$ cat src/rtl/flash_rb_pkg.sv
// Shared types for the ready/busy sequencer.
package flash_rb_pkg;
    // Sequencer states; the busy output is decoded from these.
    typedef enum logic [2:0] {
        ST_READY,   // read state, line released
        ST_BUSY,    // program/erase running
        ST_ABORT,   // bounded abort period
        ST_RHOLD,   // qualified reset, pin still low
        ST_RWAIT,   // post-reset wait
        ST_LOCK     // supply lockout, interface closed
    } rb_state_e;
endpackage

$ cat src/rtl/rst_qualifier.sv
// Counts consecutive low samples of the device reset pin and flags when
// the minimum width has been reached. Assumes hw_rst_n is already
// synchronised to clk and MIN_CYC >= 1.
module rst_qualifier #(
    parameter int MIN_CYC = 8
) (
    input  logic clk,
    input  logic rst_n,
    input  logic hw_rst_n,
    output logic hit
);
    localparam int W = (MIN_CYC > 1) ? $clog2(MIN_CYC) : 1;
    localparam logic [W-1:0] LAST = W'(MIN_CYC - 1);

    logic [W-1:0] run_q;

    // Saturating run-length of low samples, cleared by any high sample.
    always_ff @(posedge clk) begin
        if (!rst_n)            run_q <= '0;
        else if (hw_rst_n)     run_q <= '0;
        else if (run_q != LAST) run_q <= run_q + 1'b1;
    end

    // The current sample is the MIN_CYC-th (or a later) low one.
    always_comb hit = !hw_rst_n && (run_q == LAST);
endmodule

$ cat src/rtl/dwell_timer.sv
// Loadable down-counter: a load sets LEN-1 cycles to go; expired is high
// while the count sits at zero. Assumes LEN >= 1.
module dwell_timer #(
    parameter int LEN = 16
) (
    input  logic clk,
    input  logic rst_n,
    input  logic load,
    output logic expired
);
    localparam int W = (LEN > 1) ? $clog2(LEN) : 1;
    localparam logic [W-1:0] START = W'(LEN - 1);

    logic [W-1:0] cnt_q;

    // Load on request, otherwise count down to zero and stop.
    always_ff @(posedge clk) begin
        if (!rst_n)            cnt_q <= '0;
        else if (load)         cnt_q <= START;
        else if (cnt_q != '0)  cnt_q <= cnt_q - 1'b1;
    end

    // Zero count means the dwell is over.
    always_comb expired = (cnt_q == '0);
endmodule

$ cat src/rtl/flash_rb_seq.sv
// Ready/busy and reset sequencer for a flash device model. Decides from
// reset pin, engine strobes, abort requests and supply lockout whether the
// open-drain busy line is pulled low and whether bus cycles are accepted.
// Assumes all inputs are synchronous to clk; priority is qualified reset,
// then lockout, then op_done, then abort_req.
module flash_rb_seq
    import flash_rb_pkg::*;
#(
    parameter int MIN_RST_CYC   = 8,
    parameter int POST_WAIT_CYC = 20,
    parameter int ABORT_CYC     = 40
) (
    input  logic clk,
    input  logic rst_n,
    input  logic hw_rst_n,
    input  logic op_start,
    input  logic op_done,
    input  logic abort_req,
    input  logic vlock,
    output logic rb_drive_low,
    output logic bus_ready
);
    rb_state_e state, nxt;
    logic rst_hit, ld_post, ld_abort, post_exp, abort_exp;

    rst_qualifier #(.MIN_CYC(MIN_RST_CYC)) u_qual (
        .clk(clk), .rst_n(rst_n), .hw_rst_n(hw_rst_n), .hit(rst_hit)
    );

    dwell_timer #(.LEN(POST_WAIT_CYC)) u_post (
        .clk(clk), .rst_n(rst_n), .load(ld_post), .expired(post_exp)
    );

    dwell_timer #(.LEN(ABORT_CYC)) u_abort (
        .clk(clk), .rst_n(rst_n), .load(ld_abort), .expired(abort_exp)
    );

    // Next-state selection in priority order.
    always_comb begin
        nxt      = state;
        ld_post  = 1'b0;
        ld_abort = 1'b0;
        if (rst_hit) begin
            nxt = ST_RHOLD;
        end else if (state == ST_RHOLD) begin
            if (hw_rst_n) begin
                nxt     = ST_RWAIT;
                ld_post = 1'b1;
            end
        end else if (state == ST_RWAIT) begin
            if (post_exp) nxt = ST_READY;
        end else if (vlock) begin
            nxt = ST_LOCK;
        end else begin
            case (state)
                ST_READY: if (op_start) nxt = ST_BUSY;
                ST_BUSY: begin
                    if (op_done) begin
                        nxt = ST_READY;
                    end else if (abort_req) begin
                        nxt      = ST_ABORT;
                        ld_abort = 1'b1;
                    end
                end
                ST_ABORT: if (abort_exp) nxt = ST_READY;
                default:  nxt = ST_READY;
            endcase
        end
    end

    // State register with synchronous system reset to the read state.
    always_ff @(posedge clk) begin
        if (!rst_n) state <= ST_READY;
        else        state <= nxt;
    end

    // Output decode from the registered state.
    always_comb begin
        rb_drive_low = (state == ST_BUSY) || (state == ST_ABORT) ||
                       (state == ST_RHOLD) || (state == ST_RWAIT);
        bus_ready    = (state == ST_READY);
    end
endmodule

$ cat config.mk
export PLATFORM = sky130hd
export DESIGN_NAME = flash_rb_seq
export DESIGN_NICKNAME = d
export VERILOG_FILES = /design/src/rtl/flash_rb_pkg.sv /design/src/rtl/rst_qualifier.sv /design/src/rtl/dwell_timer.sv /design/src/rtl/flash_rb_seq.sv
export SDC_FILE = /design/constraint.sdc
export NUM_CORES = 1
export LEC_CHECK = 0
export ABC_AREA = 1
export BUFFER_PORTS_ARGS = -buffer_cell sky130_fd_sc_hd__buf_4
export CAP_MARGIN = 20
export CORE_ASPECT_RATIO = 1.75
export CORE_MARGIN = 1
export CORE_UTILIZATION = 44
export DETAILED_ROUTE_END_ITERATION = 8
export PLACE_DENSITY = 0.68
export SLEW_MARGIN = 5
export SYNTH_ARGS = -nofsm -noshare
export SYNTH_HDL_FRONTEND = slang
export SYNTH_HIERARCHICAL = 1
export SYNTH_SLANG_ARGS = --single-unit
$ cat constraint.sdc
create_clock -name clk -period 2.1 [get_ports clk]
set_input_delay 0.525 -clock clk [delete_from_list [all_inputs] [get_ports clk]]
set_output_delay 0.525 -clock clk [all_outputs]
set_load 0.01 [all_outputs]
### After elaboration in Yosys (flattened, before gate mapping)

Cells that the tools add are included.

| cells by class | value |
|---|---|
| equal/unequal tests | 16 |
| div/mod/pow operators | 0 |
| shift operators | 0 |
| $lt $le $gt $ge | 0 |
| $mul | 0 |
| reduce and logical (&&, ||, !) cells | 18 |
| $add $sub $neg | 3 |
| bitwise gates (word level) | 1 |
| multiplexer cells | 25 |

Operators by type and width:

| cell | count |
|---|---|
| 3-bit 2-to-1 mux | 9 |
| 6-bit 2-to-1 mux | 2 |
| 6-bit by 5-bit inequality test with 1-bit output, second input constant | 2 |
| 1-bit 2-to-1 mux | 10 |
| 5-bit 2-to-1 mux | 2 |
| 5-bit AND reduction | 2 |
| 3-bit inequality test, second input constant | 3 |
| 3-bit case mux with 3 select lines | 1 |
| 2-bit OR reduction | 4 |
| 7-bit by 6-bit inequality test with 1-bit output, second input constant | 1 |
| 3-bit by 2-bit equality test with 1-bit output, second input constant | 2 |
| 3-bit equality test, second input constant | 2 |
| 6-bit zero test | 1 |
| 6-bit by 3-bit inequality test with 1-bit output, second input constant | 1 |
| 6-bit nonzero test | 1 |
| 6-bit by 1-bit subtractor with 6-bit output, second input constant | 1 |
| 5-bit zero test | 1 |
| 5-bit by 3-bit inequality test with 1-bit output, second input constant | 1 |
| 5-bit by 4-bit inequality test with 1-bit output, second input constant | 1 |
| 5-bit nonzero test | 1 |
| 5-bit by 1-bit subtractor with 5-bit output, second input constant | 1 |
| 4-bit inequality test, second input constant | 1 |
| 2-bit nonzero test | 2 |
| 3-bit by 1-bit adder with 3-bit output, second input constant | 1 |
| 8 further kinds | 10 |

| storage, ports and cells | value |
|---|---|
| input bits | 7 |
| RAM bits | 0 |
| ROM bits | 0 |
| word-level logic and storage cells | 70 |
| latch bits | 0 |
| register bits | 17 |
| memories kept | 0 |

### Longest topological paths before layout

Gate-level depths: netlist of the first run.

| depth | value |
|---|---|
| depth in word-level cells | 8 |
| mapped depth | 12 |
| mapped depth without buffers | 12 |

### Hierarchy

Netlist of the first run, hierarchy kept.

Modules (own cells, without submodules):

| module | cells an instance | area each (um^2) | times used |
|---|---|---|---|
| dwell_timer at u_abort | 45 | 331.6 | 1 |
| flash_rb_seq | 56 | 301.5 | 1 |
| dwell_timer at u_post | 33 | 246.5 | 1 |
| rst_qualifier | 20 | 146.4 | 1 |

### Worst setup path before layout of the first run

OpenSTA, ideal clock, no wires.

| timing | value |
|---|---|
| path type | flip-flop to flip-flop |
| start point | register u_qual.run_q[0] |
| end point | register u_abort.cnt_q[1] |
| library setup time | 0.059 ns |
| data arrival time | 1.595 ns |
| data required time | 2.041 ns |
| slack | 0.446 ns |
| cell stages (with the launch flop) | 10 |
| cells stage by stage | dfxtp_1 -> ha_1 -> ha_1 -> inv_2 -> nor2_1 -> or2_1 -> nor3_1 -> inv_1 -> nand3_1 -> and3_1 |

| on the way | value |
|---|---|
| cells in the longest elaborated chain, start to end | 4 |

RTL lines:

| element | line | text |
|---|---|---|
| start: declaration | rst_qualifier.sv:15 | `logic [W-1:0] run_q;` |
| start signal: assignment | rst_qualifier.sv:21 | `else if (run_q != LAST) run_q <= run_q + 1'b1;` |
| 3-bit equality test * | rst_qualifier.sv:25 | `always_comb hit = !hw_rst_n && (run_q == LAST);` |
| 1-bit logical AND * | rst_qualifier.sv:25 |  |
| named net rst_hit | flash_rb_seq.sv:24 | `logic rst_hit, ld_post, ld_abort, post_exp, abort_exp;` |
| 1-bit 2-to-1 mux * | flash_rb_seq.sv:43 | `if (rst_hit) begin` |
| named net ld_abort | flash_rb_seq.sv:24 |  |
| 6-bit 2-to-1 mux / 2-bit nonzero test (equally long branches) | -- |  |
| end signal: assignment | dwell_timer.sv:20 | `else if (cnt_q != '0) cnt_q <= cnt_q - 1'b1;` |
| end: declaration | dwell_timer.sv:14 | `logic [W-1:0] cnt_q;` |

The timed path passes the listed nets; every way through them passes the cells marked *.
A chain may end at the register's enable or synchronous reset.

### Final worst setup path of the first run

| timing | value |
|---|---|
| start point | register u_qual.run_q[0] |
| end point | register u_abort.cnt_q[3] |

| on the way | value |
|---|---|
| cells in the longest elaborated chain, start to end | 4 |

RTL lines:

| element | line |
|---|---|
| 3-bit equality test | rst_qualifier.sv:25 |
| 1-bit logical AND | rst_qualifier.sv:25 |
| named net rst_hit | flash_rb_seq.sv:24 |
| 1-bit 2-to-1 mux | flash_rb_seq.sv:43 |
| named net ld_abort | flash_rb_seq.sv:24 |
| 2-bit OR reduction (no source line) | -- |

The timed path passes the listed nets, and every way through them passes these cells.

==> results of run 1 <==
==> flip-flops by register name, indices dropped and copies added (netlist names) <==
name and count:
state 3, u_qual/run_q 3, u_abort/cnt_q 6, u_post/cnt_q 5
==> cells in the final DEF, fill, tap and decap left out <==
cell type / synthesis / final
clkinv_1: 1 / 1
o21ai_0: 1 / 1
nand2_2: 2 / 2
o21ai_1: 1 / 1
and3_1: 1 / 1
nand3_1: 16 / 16
inv_1: 24 / 24
buf_4: 0 / 8
nand3_4: 1 / 1
nor3_1: 3 / 3
a21oi_1: 9 / 9
nand4_1: 3 / 3
ha_1: 5 / 5
xor2_1: 2 / 2
nand2_1: 37 / 37
inv_2: 3 / 3
nor2_1: 15 / 15
nand3_2: 2 / 2
nor2_2: 6 / 6
xnor2_1: 1 / 1
or2_1: 1 / 1
o21ai_2: 1 / 1
nor2_4: 1 / 1
dfxtp_1: 17 / 17
clkinv_2: 0 / 1
o21a_1: 1 / 1
clkbuf_4: 0 / 3
==> Yosys cell counts (2+ instances only) <==
cell type / instances
nand2_1: 37
ha_1: 5
nor2_1: 15
nand3_2: 2
nand4_1: 3
nor3_1: 3
inv_2: 3
a21oi_1: 9
nand2_2: 2
nor2_2: 6
inv_1: 24
xor2_1: 2
nand3_1: 16
dfxtp_1: 17
==> cell families (layout without fill, tap and decap cells) <==
family	Yosys count	count (layout)	share of synthesized area, %
simple gates	88	88	41.0
xor+xnor	3	3	2.56
buf+inv	28	40	10.2
compound gates	13	13	6.95
fa+ha+maj	5	5	6.10
flops	17	17	33.2
==> per-layer routing <==
metal | global-route usage, % | wire length, um | vias to the layer above
met5 | 0 | 0 | -
met4 | 8.19 | 51 | 0
met3 | 2.02 | 53 | 7
met2 | 37.7 | 1150 | 13
met1 | 16.1 | 753 | 427
li1 | - | - | 508
==> worst register-to-register path: stages (launching register included) <==
cell,delay [ns]
dfxtp_1,0.34
ha_1,0.21
ha_1,0.23
inv_2,0.09
nor2_1,0.06
or2_1,0.23
nor3_1,0.23
inv_1,0.14
nand3_1,0.13
a21oi_1,0.05
==> stage by stage <==
stage          power [W]  cell area, sq um  hold WS [ns]
2_1_floorplan    0.00116              1030         0.440
3_3_place_gp     0.00133              1120         0.457
3_5_place_dp     0.00135              1120         0.459
4_1_cts          0.00153              1140         0.474
5_1_grt          0.00167              1140         0.500
6_report         0.00152              1140         0.473
==> power groups by stage <==
stage / clock [W] / sequential, W / combinational (W)
floorplan: 0 / 0.000501 / 0.000657
global placement: 0 / 0.000525 / 0.000804
detailed placement: 0 / 0.000527 / 0.000825
CTS: 0.000182 / 0.000521 / 0.000828
global route: 0.000192 / 0.000532 / 0.000944
finish: 0.000178 / 0.000521 / 0.000821
==> worst paths after layout <==
kind / from / to / slack, ns / cells past startpoint
worst max-delay path: u_qual/run_q[0] / u_abort/cnt_q[3] / 0.29 / 9
worst min-delay path: u_qual/run_q[1] / u_qual/run_q[1] / 0.47 / 2
worst max register to register: u_qual/run_q[0] / u_abort/cnt_q[3] / 0.29 / 9
worst min register to register: u_qual/run_q[1] / u_qual/run_q[1] / 0.47 / 2
==> cell type report <==
type / instances / area (sq um) / area share, %
clock buffers: 3 / 22.5 / 1.97
clock inverters: 1 / 5.00 / 0.438
inverters: 28 / 105 / 9.19
multi-input cells: 109 / 581 / 50.8
flip-flops and latches: 17 / 340 / 29.8
well taps: 24 / 30.0 / 2.63
repair buffers: 8 / 60.1 / 5.25
==> summary.txt, run 1 <==
Status
  – Outcome: complete, no violations

Critical path
  – Req. time, crit path: 2.29 ns
  – CP Buf/Inv Count: 2
  – CP Max Fanout: 5
  – Most used cell, CP: ha_1
  – CP top delay family: simple AND/OR/NAND/NOR gates
  – CP arrival: 2.00 ns
  – CP peak stage delay: 0.34 ns
  – CP Capture Type: flop
  – WS Path Type: flop to flop
  – Crit-path cells: ha_1 > ha_1 > inv_2 > nor2_1 > or2_1 > nor3_1 > inv_1 > nand3_1 > a21oi_1
  – Crit start category: flop
  – CP max-delay cell: dfxtp_1

Die
  – Full die area: 0.00254 sq mm
  – Die Wd: 38.5 um
  – Core box area: 0.00215 sq mm
  – Rows: 22
  – Effective utilization at floorplan: about 48%
  – Chip height: 65.9 um
  – IO Pins: 9

Finish
  – Post-Layout Cell Count: 190
  – Synth-to-layout area growth: 11.5%
  – Filler instances: 232
  – Finished Core Util: 53.3%
  – ANT cells: 0
  – Final net count: roughly 180
  – Fraction of layout cells with a size suffix above 1: approximately 17%

Yosys
  – Synth area leaders: dfxtp_1 33%, nand2_1 14%, inv_1 8.8%, nand3_1 7.8%, ha_1 6.1%
  – Ys flop type: dfxtp_1
  – Mapped cell area: approximately 0.0010 sq mm
  – YS warnings: 6
  – Netlist cell types: 24
  – Mapped Cells: roughly 150
  – Register area share after synthesis: roughly a third
  – Avg Inst Size Synth: around 6.7 sq um
  – Seq cells post-synth: 17
  – Largest area contributor in the netlist: dfxtp_1
  – Number of synthesized flops with an enable pin: 0
  – Async SR Flop Fraction: 0%
  – Syn Nets: 166
  – Synth top area share: between 30% and 40%

Pwr
  – Cell Pwr Density: ~1300 mW/mm^2
  – Sw Share: around 46%
  – NetSw: ~0.00069 W
  – Pint: 0.000825 W
  – Clock share of power: 11.7%
  – Power share of the sequential group: ~34%
  – Comb pwr share: a little over half
  – VDD IR max: ~0.69 mV
  – Leak: between 0.5 and 0.6 nW

Global routing
  – Vias in the first global route: slightly below 1000
  – Largest net degree at the start of global routing: 13
  – Antenna violations before repair: 0
  – Gr usage total: between 15 and 20%
  – First-pass GRT wire length: 3500 um
  – Grt ovf: 0

STA
  – Final setup violation count: 0
  – Max-slew violations: 0
  – Final period utilization: approximately 86%
  – Worst Tran Pin Value: approximately 0.26 ns
  – RSZ-0062 raised after global routing: false
  – Skew final: roughly 0.011 ns
  – Tmin final: ~1.8 ns
  – Setup TNS: 0 ns
  – Worst Setup Slack, final: 0.292 ns
  – Endpoints failing hold: 0
  – Slew headroom: between 80 and 90%
  – Fmax: ~550 MHz

Place
  – I/O Buffers: 8
  – Routability congestion estimate: approximately 0.87
  – Detailed placement HPWL: 1640 um
  – Dpl ws: a little over 0.3 ns
  – Placed Cells: about 190

Route
  – Remaining DRCs: 0
  – Via-to-Cell Ratio: around 5.0
  – Final Routed Wirelength: approximately 2000 um
  – First-pass DRT Iterations: 5
  – Vias: between 900 and 1000
  – Initial DRC Count: 18
  – Final antenna-violating net count: 0
  – Routed len/inst: between 10 and 15 um

CTS
  – CTS Buf Count: 3
  – Root Buffer: clkbuf_4
  – Post-CTS Setup Bufs: 0
  – Clock transition at path regs: 0.09 ns
  – Clock latency on the worst-skew pair: about 0.30 ns
  – Number of H-tree levels: 1
  – Clk sinks: 17
  – Hold-fix buffers, CTS: 0
  – Longest Clk Path Bufs: 2
  – TritonCTS clock tree: built
  – Post_cts resized: 0

Min path
  – Worst Hold Class: flop to flop

Job
  – Max-cap violations: 0
Note: power is estimated with default switching activity, not from simulation.
==> run 2, diff against run 1 <==
- ABC_AREA: 1 -> default
==> run 2 against run 1 <==
Net effect: fmax fell by 3.3%; first-iteration DRC count rose by 28%; sequential power fell by 2%.
==> summary.txt, run 2 <==
STA
  – Final setup violation count: 0 (unchanged)
  – Worst Tran Pin Value: 0.390 ns (was 0.256 ns)
  – Final period utilization: 89.0% (was 86.1%)
  – Fmax: 535 MHz (was 553 MHz)
  – Endpoints failing hold: 0 (unchanged)
  – Worst Setup Slack, final: 0.230 ns (was 0.292 ns)
  – Tmin final: 1.87 ns (was 1.81 ns)
  – Setup TNS: 0 ns (unchanged)
  – Skew final: 0.000653 ns (was 0.0107 ns)
  – Max-slew violations: 0 (unchanged)
  – RSZ-0062 raised after global routing: false (unchanged)
  – Slew headroom: 73.8% (was 82.9%)

Pwr
  – Cell Pwr Density: 1260 mW/mm^2 (was 1330 mW/mm^2)
  – VDD IR max: 0.563 mV (was 0.686 mV)
  – Leak: 0.489 nW (was 0.595 nW)

Die
  – Effective utilization at floorplan: 46.1% (was 47.8%)
  – Core box area: 0.00227 sq mm (was 0.00215 sq mm)
  – Chip height: 66.6 um (was 65.9 um)
  – Die Wd: 38.9 um (was 38.5 um)
  – IO Pins: 9 (unchanged)
  – Full die area: 0.00259 sq mm (was 0.00254 sq mm)
  – Rows: 23 (was 22)

Critical path
  – Flop2flop setup slack: 0.23 ns (was 0.29 ns)
  – CP Capture Type: flop (unchanged)
  – Path depth of the worst reg2reg path: 7 (was 9)
  – Reg2reg end: u_abort/cnt_q[1] (was u_abort/cnt_q[3])
  – Crit start category: flop (unchanged)
  – R2R Path Start: u_qual/run_q[0] (unchanged)
  – CP Max Fanout: 7 (was 5)
  – WS Path Type: flop to flop (unchanged)
  – CP arrival: 2.04 ns (was 2.00 ns)
  – Req. time, crit path: 2.27 ns (was 2.29 ns)

Yosys
  – Seq cells post-synth: 17 (unchanged)
  – YS warnings: 6 (unchanged)
  – Synth top area share: 32.5% (was 33.2%)
  – Netlist cell types: 38 (was 24)
  – Mapped cell area: 0.00105 sq mm (was 0.00103 sq mm)
  – Most frequent cell after synthesis: dfxtp_1 (was nand2_1)
  – Number of synthesized flops with an enable pin: 0 (unchanged)
  – Syn Nets: 128 (was 166)
  – Avg Inst Size Synth: 9.04 sq um (was 6.66 sq um)
  – Commonest cells post-synth: 17 x dfxtp_1, 16 x nor2_1, 7 x inv_1 (was 37 x nand2_1, 24 x inv_1, 17 x dfxtp_1)
  – Synth area leaders: dfxtp_1 32%, ha_1 6.0%, nor2_1 5.7%, xnor2_1 4.2%, mux2i_1 3.8% (was dfxtp_1 33%, nand2_1 14%, inv_1 8.8%, nand3_1 7.8%, ha_1 6.1%)
  – Register area share after synthesis: 32.5% (was 33.2%)
  – Ys flop type: dfxtp_1 (unchanged)
  – Async SR Flop Fraction: 0% (unchanged)
  – Largest area contributor in the netlist: dfxtp_1 (unchanged)
  – Mapped Cells: 116 (was 154)

Status
  – Outcome: complete, no violations (unchanged)

Finish
  – Biggest register: u_abort/cnt_q (unchanged)
  – Synth-to-layout area growth: 11.5% (about the same)
  – Fraction of layout cells with a size suffix above 1: 19.7% (was 16.9%)
  – Commonest non-fill, non-tap cell in the layout: dfxtp_1 (was nand2_1)
  – Top Registers: u_abort/cnt_q: 6 flops, u_post/cnt_q: 5 flops (unchanged)
  – Most frequent cells in the layout: 17 x dfxtp_1, 16 x nor2_1, 12 x buf_4 (was 37 x nand2_1, 24 x inv_1, 17 x dfxtp_1)
  – Largest register FFs: 6 (unchanged)
  – Final net count: 140 (was 179)
  – ANT cells: 0 (unchanged)

Place
  – I/O Buffers: 8 (unchanged)
  – Detailed placement HPWL: 1510 um (was 1640 um)
  – Dpl ws: 0.0688 ns (was 0.308 ns)
  – Routability congestion estimate: 0.766 (was 0.867)

Global routing
  – Gr usage total: 18.1% (was 18.6%)
  – Vias in the first global route: 812 (was 964)
  – Antenna violations before repair: 0 (unchanged)
  – Largest net degree at the start of global routing: 16 (was 13)
  – Grt ovf: 0 (unchanged)
  – First-pass GRT wire length: 3190 um (was 3500 um)

CTS
  – Root Buffer: clkbuf_8 (was clkbuf_4)
  – Post_cts resized: 0 (unchanged)
  – CTS Buf Count: 3 (unchanged)
  – TritonCTS clock tree: built (unchanged)
  – Hold-fix buffers, CTS: 0 (unchanged)
  – Post-CTS Setup Bufs: 0 (unchanged)
  – Clk sinks: 17 (unchanged)
  – Longest Clk Path Bufs: 2 (unchanged)
  – Clock transition at path regs: 0.06 ns (was 0.09 ns)
  – Clock latency on the worst-skew pair: 0.26 ns (was 0.30 ns)
  – Number of H-tree levels: 1 (unchanged)

Route
  – First-pass DRT Iterations: 4 (was 5)
  – Final Routed Wirelength: 2020 um (was 2010 um)
  – Vias: 851 (was 955)
  – Routed len/inst: 13.3 um (was 10.6 um)
  – Remaining DRCs: 0 (unchanged)
  – Final antenna-violating net count: 0 (unchanged)
  – Via-to-Cell Ratio: 5.60 (was 5.03)
  – Initial DRC Count: 23 (was 18)

Min path
  – Hold endpoint: u_abort/cnt_q[4] (was u_qual/run_q[1])
  – Hold path startpoint: u_abort/cnt_q[4] (was u_qual/run_q[1])
  – Worst Hold Class: flop to flop (unchanged)
  – Worst Hold Depth: 2 (unchanged)

Job
  – Max-cap violations: 0 (unchanged)
==> run 2: how the worst max path moves through the flow <==
stage / startpoint / endpoint / cells past startpoint
3_3_place_gp: op_done / u_abort/cnt_q[1] / 7
2_1_floorplan: vlock / u_abort/cnt_q[0] / 7
6_report: u_qual/run_q[0] / u_abort/cnt_q[1] / 7
5_1_grt: u_qual/run_q[0] / u_abort/cnt_q[0] / 7
3_5_place_dp: op_done / u_abort/cnt_q[0] / 7
4_1_cts: u_qual/run_q[0] / u_abort/cnt_q[0] / 7
==> run 2: final cells by class <==
type / count / area (sq um)
clock buffer: 4 / 45.0
timing repair buffer: 12 / 90.1
multi-input combinational: 87 / 636
fill: 221 / 1100
sequential: 17 / 340
tap: 25 / 31.3
inverter: 7 / 26.3
==> run 2: cells by family after synthesis <==
logic type / Yosys count / synth area share [%]
buffers and inverters: 12 / 6.92
AO/OA/AOI/OAI: 25 / 18.1
XOR/XNOR: 6 / 5.01
AND/OR/NAND/NOR: 47 / 27.7
adder cells (fa/ha/maj): 5 / 5.97
flip-flops: 17 / 32.5
multiplexers: 4 / 3.82
==> run 2: per-layer routing <==
layer	vias to the layer above	share of wire [%]	GRT usage, %
met1	395	41	16.4
met5	-	0	0
li1	427	-	-
met3	5	2.9	3.00
met2	24	52	32.5
met4	0	3.4	14.2
==> run 2: worst max-delay path, cell delays in order (launching register included) <==
cell and delay, ns:
dfxtp_1 0.32, ha_1 0.20, ha_1 0.24, nor2b_1 0.18
nor2b_1 0.33, nand2b_1 0.18, o21ai_0 0.09, a311oi_1 0.24
==> run 2: power breakdown <==
group	switching [W]	total (W)	internal, W
logic	0.000345	0.000707	0.000362
registers	0.0000894	0.000508	0.000419
clock network	0.000117	0.000252	0.000135
total	0.000551	0.00147	0.000916
==> run 2: through the flow <==
stage	std cells	area, sq um	hold slack, ns	utilization, %	power [W]
after floorplan	116	1050	0.468	-	0.00107
after global placement	148	1120	0.482	49.4	0.00118
after detailed placement	148	1120	0.501	49.4	0.00121
after CTS	152	1170	0.512	51.4	0.00147
after global routing	152	1170	0.550	51.4	0.00159
final	152	1170	0.511	51.4	0.00147
==> run 3, diff against run 2 <==
- ABC_AREA: default -> 1
- BUFFER_PORTS_ARGS: -buffer_cell sky130_fd_sc_hd__buf_4 -> default
- DONT_BUFFER_PORTS: default -> 1
- PLACE_DENSITY: 0.68 -> 0.65
- SETUP_SLACK_MARGIN: default -> 0.5
==> run 3 against run 2 <==
Net effect: global-route usage grew 1.6 points; sequential share of layout area is essentially flat; wire length grew 9.9%; cell area grew 1.9%; highest routed layer unchanged; sequential power grew 4.7%; critical path type unchanged.
==> summary.txt, run 3 (same netlist as run 1, synthesis figures left out) <==
CTS
  – Root Buffer: clkbuf_4 (was clkbuf_8)
  – Clock latency on the worst-skew pair: 0.30 ns (was 0.26 ns)
  – Clk sinks: 17 (unchanged)
  – Longest Clk Path Bufs: 2 (unchanged)
  – Number of H-tree levels: 1 (unchanged)
  – Clock transition at path regs: 0.10 ns (was 0.06 ns)
  – TritonCTS clock tree: built (unchanged)
  – CTS Buf Count: 3 (unchanged)
  – Hold-fix buffers, CTS: 0 (unchanged)

Pwr
  – VDD IR max: 0.606 mV (was 0.563 mV)
  – NetSw: 0.000739 W (was 0.000551 W)
  – Pint: 0.000839 W (was 0.000916 W)
  – Clock share of power: 11.7% (was 17.2%)
  – Comb pwr share: 54.5% (was 48.2%)
  – Sw Share: 46.8% (was 37.6%)
  – Power share of the sequential group: 33.7% (was 34.6%)
  – Cell Pwr Density: 1320 mW/mm^2 (was 1260 mW/mm^2)
  – Leak: 0.585 nW (was 0.489 nW)

Finish
  – Biggest register: u_abort/cnt_q (unchanged)
  – Fraction of layout cells with a size suffix above 1: 24.7% (was 19.7%)
  – ANT cells: 0 (unchanged)
  – Commonest non-fill, non-tap cell in the layout: nand2_1 (was dfxtp_1)
  – Largest register FFs: 6 (unchanged)
  – Top Registers: u_abort/cnt_q: 6 flops, u_post/cnt_q: 5 flops (unchanged)
  – Most frequent cells in the layout: 37 x nand2_1, 22 x inv_1, 14 x nand3_1 (was 17 x dfxtp_1, 16 x nor2_1, 12 x buf_4)
  – Filler instances: 218 (was 221)
  – Final instance area: 0.00119 sq mm (was 0.00117 sq mm)
  – Synth-to-layout area growth: 16.1% (was 11.5%)
  – Final net count: 175 (was 140)

Global routing
  – Vias in the first global route: 915 (was 812)
  – Gr usage total: 19.7% (was 18.1%)
  – Largest net degree at the start of global routing: 13 (was 16)
  – Grt ovf: 0 (unchanged)
  – First-pass GRT wire length: 3600 um (was 3190 um)
  – Antenna violations before repair: 0 (unchanged)

Place
  – I/O Buffers: 0 (was 8)
  – Post-DP Area: 0.00106 sq mm (was 0.00112 sq mm)
  – Routability congestion estimate: 0.832 (was 0.766)
  – Detailed placement HPWL: 1570 um (was 1510 um)

STA
  – Tmin final: 1.59 ns (was 1.87 ns)
  – Worst Tran Pin Value: 0.316 ns (was 0.390 ns)
  – Endpoints failing hold: 0 (unchanged)
  – Max-slew violations: 0 (unchanged)
  – Slew headroom: 78.8% (was 73.8%)
  – Final period utilization: 75.6% (was 89.0%)
  – Skew final: 0.00230 ns (was 0.000653 ns)
  – RSZ-0062 raised after global routing: true (was false)
  – Fmax: 630 MHz (was 535 MHz)
  – Setup TNS: 0 ns (unchanged)
  – Final setup violation count: 0 (unchanged)

Die
  – Effective utilization at floorplan: 47.8% (was 46.1%)
  – Rows: 22 (was 23)
  – Die Wd: 38.5 um (was 38.9 um)
  – Core box area: 0.00215 sq mm (was 0.00227 sq mm)
  – Chip height: 65.9 um (was 66.6 um)
  – Full die area: 0.00254 sq mm (was 0.00259 sq mm)
  – IO Pins: 9 (unchanged)

Critical path
  – Path depth of the worst reg2reg path: 9 (was 7)
  – Crit start category: flop (unchanged)
  – CP Max Fanout: 3 (was 7)
  – WS Path Type: flop to flop (unchanged)
  – CP peak stage delay: 0.36 ns (was 0.33 ns)
  – Flop2flop setup slack: 0.51 ns (was 0.23 ns)
  – CP top delay family: simple AND/OR/NAND/NOR gates (unchanged)
  – Req. time, crit path: 2.31 ns (was 2.27 ns)
  – Levels on crit path: 9 (was 7)
  – Crit-path cells: ha_4 > ha_4 > inv_2 > nor2_2 > or2_4 > o21ai_0 > nand3_1 > nand2_1 > nor2_1 (was ha_1 > ha_1 > nor2b_1 > nor2b_1 > nand2b_1 > o21ai_0 > a311oi_1)
  – CP Buf/Inv Count: 1 (was 0)
  – Most used cell, CP: ha_4
  – CP arrival: 1.80 ns (was 2.04 ns)
  – CP max-delay cell: dfxtp_2 (was nor2b_1)
  – CP Capture Type: flop (unchanged)

Min path
  – Worst Hold Depth: 2 (unchanged)
  – Worst Hold Class: input pin to flop (was flop to flop)

Route
  – Remaining DRCs: 0 (unchanged)
  – Via-to-Cell Ratio: 5.11 (was 5.60)
  – Vias: 951 (was 851)
  – Initial DRC Count: 34 (was 23)
  – First-pass DRT Iterations: 4 (unchanged)
  – Routed len/inst: 11.9 um (was 13.3 um)
  – Final antenna-violating net count: 0 (unchanged)
  – Final Routed Wirelength: 2210 um (was 2020 um)

Job
  – Max-cap violations: 0 (unchanged)

Status
  – Outcome: complete, no violations (unchanged)
run 3: per-stage QoR:
stage	hold WS [ns]	std cells	power (W)	setup WS (ns)	utilization (%)
global placement	0.471	178	0.00129	0.465	49.5
floorplan	0.440	154	0.00116	0.529	-
finish	0.310	186	0.00158	0.512	55.5
global route	0.313	186	0.00173	0.425	55.5
detailed placement	0.458	178	0.00130	0.423	49.5
CTS	0.309	185	0.00150	0.497	52.4
run 3: worst reg2reg max path, stage by stage, from the launching register on:
cell	delay (ns)
dfxtp_2	0.36
ha_4	0.16
ha_4	0.15
inv_2	0.06
nor2_2	0.05
or2_4	0.24
o21ai_0	0.23
nand3_1	0.13
nand2_1	0.08
nor2_1	0.04
run 3: layout make-up:
class	count	area [sq um]	share of cell area [%]
multi-input combinational	109	652	54.7
sequential	17	347	29.1
inverter	28	105	8.82
timing repair buffer	4	30.0	2.52
tap	24	30.0	2.52
clock buffer	3	22.5	1.89
clock inverter	1	5.00	0.420
run 3: power groups by stage:
| stage | combinational, W | clock (W) | sequential (W) |
|---|---|---|---|
| 3_3_place_gp | 0.000763 | 0 | 0.000522 |
| 3_5_place_dp | 0.000774 | 0 | 0.000522 |
| 5_1_grt | 0.000982 | 0.000201 | 0.000543 |
| 6_report | 0.000860 | 0.000185 | 0.000532 |
| 2_1_floorplan | 0.000658 | 0 | 0.000501 |
| 4_1_cts | 0.000789 | 0.000188 | 0.000525 |
run 3: worst paths after layout:
kind / startpoint / endpoint
min: rst_n / u_post/cnt_q[0]
min reg2reg: u_qual/run_q[1] / u_qual/run_q[1]
max reg2reg: u_qual/run_q[0] / state[0]
max: u_qual/run_q[0] / state[0]
run 3: routing by layer:
metal	wire (um)	vias up	GRT usage, %
met3	25	5	2.02
met2	1260	8	36.3
met1	885	437	20.0
met5	0	-	0
li1	-	501	-
met4	42	0	10.3
run 3: repair_timing:
action / CTS / global route
buffers inserted: 3 / 1
setup endpoints to repair: 8 / 14
gates resized for setup: 6 / 13
pin swaps: 2 / 4
